**src/rtl/qspi_rs_pkg.sv**
```systemverilog
package qspi_rs_pkg;
  // line mode, taken straight from address bits 3:2 of a transfer command
  typedef enum logic [1:0] {
    LINE_SINGLE = 2'b00,
    LINE_QREAD  = 2'b01,
    LINE_QWRITE = 2'b10,
    LINE_QCMD   = 2'b11
  } line_mode_e;

  localparam int                ADDR_W       = 5;
  localparam logic [ADDR_W-1:0] ADDR_CTRL    = 5'd0;
  localparam logic [ADDR_W-1:0] ADDR_RXWORD  = 5'd3;
  localparam int                CTRL_REL_BIT = 2;
  localparam int                CTRL_SET_BIT = 1;
  localparam int                CTRL_SEL_LSB = 4;
  localparam int                QUAD_LANES   = 4;
endpackage

```
**src/rtl/qspi_rs_decode.sv**
```systemverilog
module qspi_rs_decode
  import qspi_rs_pkg::*;
#(
  parameter int WORD_W = 32
) (
  input  logic              is_write,
  input  logic [ADDR_W-1:0] addr,
  output logic              do_xfer,
  output logic              do_ctrl,
  output logic              rd_rxword,
  output line_mode_e        mode,
  output logic [2:0]        nbytes
);
  localparam int BYTES = WORD_W / 8;

  always_comb begin
    do_xfer   = is_write && addr[ADDR_W-1];
    do_ctrl   = is_write && (addr == ADDR_CTRL);
    rd_rxword = !is_write && (addr == ADDR_RXWORD);
    mode      = line_mode_e'(addr[3:2]);
    nbytes    = 3'(addr[1:0]) + 3'd1;
    if (int'(nbytes) > BYTES) nbytes = 3'(BYTES);
  end
endmodule

```
**src/rtl/qspi_rs_csel.sv**
```systemverilog
module qspi_rs_csel
  import qspi_rs_pkg::*;
#(
  parameter int NUM_CS = 4,
  localparam int SEL_W = (NUM_CS > 1) ? $clog2(NUM_CS) : 1,
  localparam int FLD_W = CTRL_SEL_LSB + SEL_W
) (
  input  logic             clk,
  input  logic             rst_n,
  input  logic             wr_en,
  input  logic [FLD_W-1:0] ctrl_word,
  output logic [NUM_CS-1:0] cs_n
);
  logic             rel;
  logic             set;
  logic [SEL_W-1:0] sel;
  logic [3:0]       unused_low;

  assign rel        = ctrl_word[CTRL_REL_BIT];
  assign set        = ctrl_word[CTRL_SET_BIT];
  assign sel        = ctrl_word[FLD_W-1:CTRL_SEL_LSB];
  assign unused_low = {ctrl_word[3], ctrl_word[0], 2'b00};

  // one flop per select line; release outranks assert
  for (genvar i = 0; i < NUM_CS; i++) begin : g_cs
    always_ff @(posedge clk or negedge rst_n) begin
      if (!rst_n)
        cs_n[i] <= 1'b1;
      else if (wr_en) begin
        if (rel)
          cs_n[i] <= 1'b1;
        else if (set)
          cs_n[i] <= !(int'(sel) == i);
      end
    end
  end
endmodule

```
**src/rtl/qspi_rs_shift.sv**
```systemverilog
module qspi_rs_shift
  import qspi_rs_pkg::*;
#(
  parameter int WORD_W = 32,
  localparam int STEP_W = $clog2(WORD_W + 1)
) (
  input  logic                  clk,
  input  logic                  rst_n,
  input  logic                  start,
  input  line_mode_e            mode,
  input  logic [2:0]            nbytes,
  input  logic [WORD_W-1:0]     tx_word,
  output logic                  busy,
  output logic                  sclk,
  output logic [QUAD_LANES-1:0] io_out,
  output logic [QUAD_LANES-1:0] io_oe,
  input  logic [QUAD_LANES-1:0] io_in,
  output logic [WORD_W-1:0]     rx_word
);
  logic              busy_q;
  logic              phase_q;
  logic [STEP_W-1:0] steps_q;
  logic [STEP_W-1:0] steps_init;
  logic [WORD_W-1:0] tx_q;
  logic [WORD_W-1:0] tx_next;
  logic [WORD_W-1:0] rx_q;
  logic [WORD_W-1:0] rx_next;
  line_mode_e        mode_q;
  logic              capture;
  logic              single;

  assign single  = (mode_q == LINE_SINGLE);
  assign capture = (mode_q == LINE_SINGLE) || (mode_q == LINE_QREAD);

  always_comb begin
    if (mode == LINE_SINGLE) steps_init = STEP_W'({nbytes, 3'b000});
    else                     steps_init = STEP_W'({nbytes, 1'b0});
  end

  always_comb begin
    if (single) begin
      tx_next = {tx_q[WORD_W-2:0], 1'b0};
      rx_next = {rx_q[WORD_W-2:0], io_in[1]};
    end else begin
      tx_next = {tx_q[WORD_W-QUAD_LANES-1:0], {QUAD_LANES{1'b0}}};
      rx_next = {rx_q[WORD_W-QUAD_LANES-1:0], io_in};
    end
  end

  always_ff @(posedge clk or negedge rst_n) begin
    if (!rst_n) begin
      busy_q  <= 1'b0;
      phase_q <= 1'b0;
      steps_q <= '0;
      tx_q    <= '0;
      rx_q    <= '0;
      mode_q  <= LINE_SINGLE;
    end else if (start && !busy_q) begin
      busy_q  <= 1'b1;
      phase_q <= 1'b0;
      steps_q <= steps_init;
      tx_q    <= tx_word;
      mode_q  <= mode;
      if (mode == LINE_SINGLE || mode == LINE_QREAD) rx_q <= '0;
    end else if (busy_q) begin
      if (!phase_q) begin
        phase_q <= 1'b1;                 // rising serial edge: sample
        if (capture) rx_q <= rx_next;
      end else begin
        phase_q <= 1'b0;                 // falling serial edge: advance
        tx_q    <= tx_next;
        steps_q <= steps_q - 1'b1;
        if (steps_q == STEP_W'(1)) busy_q <= 1'b0;
      end
    end
  end

  // lane drivers
  for (genvar l = 0; l < QUAD_LANES; l++) begin : g_lane
    always_comb begin
      io_out[l] = 1'b0;
      io_oe[l]  = 1'b0;
      if (busy_q) begin
        if (single) begin
          if (l == 0) begin
            io_out[l] = tx_q[WORD_W-1];
            io_oe[l]  = 1'b1;
          end
        end else if (mode_q != LINE_QREAD) begin
          io_out[l] = tx_q[WORD_W-QUAD_LANES+l];
          io_oe[l]  = 1'b1;
        end
      end
    end
  end

  assign busy    = busy_q;
  assign sclk    = phase_q;
  assign rx_word = rx_q;
endmodule

```
**src/rtl/qspi_reg_shifter.sv**
```systemverilog
module qspi_reg_shifter
  import qspi_rs_pkg::*;
#(
  parameter int NUM_CS = 4,
  parameter int WORD_W = 32
) (
  input  logic              clk,
  input  logic              rst_n,
  input  logic              req_valid,
  output logic              req_ready,
  input  logic              req_write,
  input  logic [4:0]        req_addr,
  input  logic [WORD_W-1:0] req_wdata,
  output logic              rsp_valid,
  output logic [WORD_W-1:0] rsp_rdata,
  output logic              spi_clk,
  output logic [NUM_CS-1:0] spi_cs_n,
  output logic [3:0]        spi_io_out,
  output logic [3:0]        spi_io_oe,
  input  logic [3:0]        spi_io_in
);
  localparam int SEL_W = (NUM_CS > 1) ? $clog2(NUM_CS) : 1;
  localparam int FLD_W = CTRL_SEL_LSB + SEL_W;

  logic              accept;
  logic              busy;
  logic              do_xfer;
  logic              do_ctrl;
  logic              rd_rxword;
  line_mode_e        mode;
  logic [2:0]        nbytes;
  logic [WORD_W-1:0] rx_word;
  logic              rsp_v_q;
  logic [WORD_W-1:0] rsp_d_q;

  assign req_ready = !busy;
  assign accept    = req_valid && req_ready;

  qspi_rs_decode #(.WORD_W(WORD_W)) u_dec (
    .is_write (req_write),
    .addr     (req_addr),
    .do_xfer  (do_xfer),
    .do_ctrl  (do_ctrl),
    .rd_rxword(rd_rxword),
    .mode     (mode),
    .nbytes   (nbytes)
  );

  qspi_rs_csel #(.NUM_CS(NUM_CS)) u_csel (
    .clk      (clk),
    .rst_n    (rst_n),
    .wr_en    (accept && do_ctrl),
    .ctrl_word(req_wdata[FLD_W-1:0]),
    .cs_n     (spi_cs_n)
  );

  qspi_rs_shift #(.WORD_W(WORD_W)) u_shift (
    .clk    (clk),
    .rst_n  (rst_n),
    .start  (accept && do_xfer),
    .mode   (mode),
    .nbytes (nbytes),
    .tx_word(req_wdata),
    .busy   (busy),
    .sclk   (spi_clk),
    .io_out (spi_io_out),
    .io_oe  (spi_io_oe),
    .io_in  (spi_io_in),
    .rx_word(rx_word)
  );

  always_ff @(posedge clk or negedge rst_n) begin
    if (!rst_n) begin
      rsp_v_q <= 1'b0;
      rsp_d_q <= '0;
    end else begin
      rsp_v_q <= accept && !req_write;
      if (accept && !req_write) rsp_d_q <= rd_rxword ? rx_word : '0;
    end
  end

  assign rsp_valid = rsp_v_q;
  assign rsp_rdata = rsp_d_q;
endmodule

```
**config.mk**
```make
export PLATFORM = sky130hd
export DESIGN_NAME = qspi_reg_shifter
export DESIGN_NICKNAME = d
export VERILOG_FILES = /design/src/rtl/qspi_rs_pkg.sv /design/src/rtl/qspi_rs_decode.sv /design/src/rtl/qspi_rs_csel.sv /design/src/rtl/qspi_rs_shift.sv /design/src/rtl/qspi_reg_shifter.sv
export SDC_FILE = /design/constraint.sdc
export NUM_CORES = 1
export LEC_CHECK = 0
export CAP_MARGIN = 10
export CORE_MARGIN = 2
export CORE_UTILIZATION = 55
export DETAILED_ROUTE_END_ITERATION = 6
export PLACE_DENSITY_LB_ADDON = 0.3
export SLEW_MARGIN = 20
export SYNTH_ARGS = -nofsm -noshare
export SYNTH_HDL_FRONTEND = slang
export SYNTH_SLANG_ARGS = --single-unit
```
**constraint.sdc**
```tcl
create_clock -name clk -period 2.7 [get_ports clk]
set_input_delay 0.405 -clock clk [delete_from_list [all_inputs] [get_ports clk]]
set_output_delay 0.405 -clock clk [all_outputs]
set_load 0.05 [all_outputs]
```
==> run_results.csv <==
group,metric,value,unit
floorplanning,placeableCoreArea,9330,µm²
place,pre_cts_ws,488,ps
layout,final_core_util,0.690,
timing,relSlewSlack,0.347,
logic_synthesis,netlist_instances,514,
route,vias,4083,
logic_synthesis,synth-main-ff-cell,"dfrtp_1",
power_and_ir_drop,finalPower,6.49,mW
place,place_area,6250,µm²
place,placedCellCount,700,
clock_network,hold_buffers,0,
floorplanning,die_y,102,µm
route,finalWirelength,11500,µm
timing,grt_setup_unrepaired,"no",
clock_network,path_clk_slew,110,ps
clock_network,ctsResizeCount,0,
clock_network,postCtsSetupBuffers,0,
critical_path,worstPathArrival,2110,ps
logic_synthesis,yosysSeqAreaShare,0.523,
logic_synthesis,synth.distinct_cells,40,
timing,layout_min_cycle_time,2520,ps
timing,holdWs,2.63,ps
logic_synthesis,synthTopCellsByCount,"107 x dfrtp_1, 73 x nand2_1, 60 x o21ai_0",
logic_synthesis,syn_nets,564,
timing,fin_crit_sh,0.933,
logic_synthesis,synth_area_leaders,"dfrtp_1 50%, mux2i_1 6.0%, o21ai_0 5.6%, a22o_1 5.3%, nand2_1 5.1%",
clock_network,cts_root_buf,"clkbuf_8",
logic_synthesis,yosysMostFrequentCell,"dfrtp_1",
layout,num_antenna_cells,0,
logic_synthesis,syn_area,5320,µm²
critical_path,start_kind,"register",
timing,tns,0,ps
logic_synthesis,ys_warn_count,0,
layout,final_nets,632,
grt,track_usage,0.231,
clock_network,numCtsBuffers,9,
power_and_ir_drop,p_switching,2.76,mW
logic_synthesis,synth_edf_count,0,
grt,overflow,0,
layout,drive_gt1_frac,0.0717,
timing,setup_ws,182,ps
route,first_pass_iters,4,
timing,fin_skew,8.68,ps
logic_synthesis,ys_ff_latch,111,
floorplanning,die_w,102,µm
place,dp_hpwl,7730,µm
timing,tightest_slew,979,ps
clock_network,clk_latency,370,ps
power_and_ir_drop,p_int,3.73,mW
floorplanning,die_area,10500,µm²
job,drv_cap,0,
clock_network,cts_tree,"built",
route,drc,0,
timing,slew_viol_final,0,
grt,grt_max_degree,65,
critical_path,worstPathRequired,2300,ps
critical_path,crit_path_end_kind,"primary output",
hold_path,hp-class,"input pin to async pin",
floorplanning,start_util,0.570,
floorplanning,ios,92,
logic_synthesis,async_reset_ff_frac,1.00,
layout,synthToLayoutAreaGrowth,20.9,%
outcome,outcome,"finished clean",
power_and_ir_drop,p_sw_frac,0.425,
layout,fin_area,6430,µm²
route,viasPerCell,5.71,
logic_synthesis,avgSynthCellArea,10.4,µm²
power_and_ir_drop,combPwrFrac,0.433,
power_and_ir_drop,power.density,1010,nW/µm²
clock_network,cts_max_level,3,
layout,final_cells,715,
place,place.port_buffers,91,
route,ant_nets,0,
grt,grt_antenna_before_repair,0,
power_and_ir_drop,sequentialPowerShare,0.424,
logic_synthesis,synth_top_area_cell,"dfrtp_1",
grt,grt_pass1_vias,4037,
timing,fmax,397,MHz
power_and_ir_drop,leakage,2.70,nW
place,gp_congestion,0.800,
floorplanning,placementRows,35,
clock_network,cts.path.max_buffers,2,
critical_path,worstSetupPathType,"register to primary output",
timing,finalSetupViolations,0,
power_and_ir_drop,clkPwrFrac,0.143,
logic_synthesis,synthDominantCellAreaShare,0.503,
grt,grt_first_pass_wirelength,19100,µm
critical_path,worstPathMaxFanout,10,
clock_network,cts.sinks,111,
power_and_ir_drop,ir_worst_vdd,0.556,mV
route,drt-initial-drc-count,147,
route,wl_per_cell,16.0,µm
timing,hold_violations,0,
-- logic make-up (layout without fill, tap and decap cells) --
logic type,after synthesis,in the layout,share of synthesized area
DFF,111,111,0.523
and+or+nand+nor,140,140,0.130
muxes,36,36,0.0687
adders and majority gates,5,5,0.0118
AOI/OAI and AO/OA,164,164,0.203
xor gates and xnor gates,5,5,0.00823
buffers and inverters,53,125,0.0555
-- metal layers --
layer	global-route usage	vias to the layer above	wire (µm)
li1	-	1982	-
met1	0.309	1968	5130
met2	0.379	115	5620
met3	0.0547	18	496
met4	0.0697	0	212
met5	0	-	0
-- power groups by stage --
stage | clock, mW | combinational [mW] | sequential [mW]
floorplan | 0 | 2.13 | 2.66
global placement | 0 | 2.72 | 2.74
detailed placement | 0 | 2.81 | 2.77
CTS | 0.950 | 2.82 | 2.74
global route | 1.02 | 3.11 | 2.82
finish | 0.931 | 2.81 | 2.75
-- critical path, stage by stage (launching register included) --
cell,delay [ps]
dfrtp_1,590
inv_2,130
nor2_1,190
clkdlybuf4s50_1,840
-- area by class of cell --
cell class	instances	area, µm²
clock buffer	9	124
sequential	111	2780
inverter	8	30.0
tap	129	161
timing repair buffer	102	1030
fill	749	2890
clock inverter	6	56.3
multi-input combinational	350	2250
-- state kept, by name, summed over array words and instances, names as in the netlist --
name             flops
u_shift.sclk         1
u_csel.cs_n          4
u_shift.busy         1
rsp_rdata           32
u_shift.steps_q      6
u_shift.tx_q        32
u_shift.rx_word     32
u_shift.mode_q       2
rsp_valid            1
-- path summary, 6_finish.rpt --
path,endpoint,slack [ps],startpoint,cells past startpoint
setup / recovery,spi_io_oe[2],180,u_shift.busy,3
hold / removal,rsp_rdata[11],3,rst_n,1
setup reg to reg,u_shift.rx_word[11],580,u_shift.busy,4
hold reg to reg,rsp_rdata[31],510,u_shift.rx_word[31],1
max in group asynchronous,u_csel.cs_n[2],1980,rst_n,2
min in group clk,rsp_rdata[31],510,u_shift.rx_word[31],1
-- layout by cell type, fill, tap and decap left out, types with 7 or more instances in the layout --
| cell | count |
|---|---|
| nand2_1 | 73 |
| o22ai_1 | 32 |
| nor2_1 | 14 |
| o21ai_0 | 60 |
| dfrtp_1 | 107 |
| mux2i_1 | 32 |
| a211oi_1 | 28 |
| and2b_1 | 10 |
| buf_4 | 10 |
| a22o_1 | 32 |
| clkdlybuf4s50_1 | 89 |
| nor2b_1 | 18 |
| clkbuf_8 | 9 |
| inv_1 | 7 |
(Power assumes the default switching activity.)
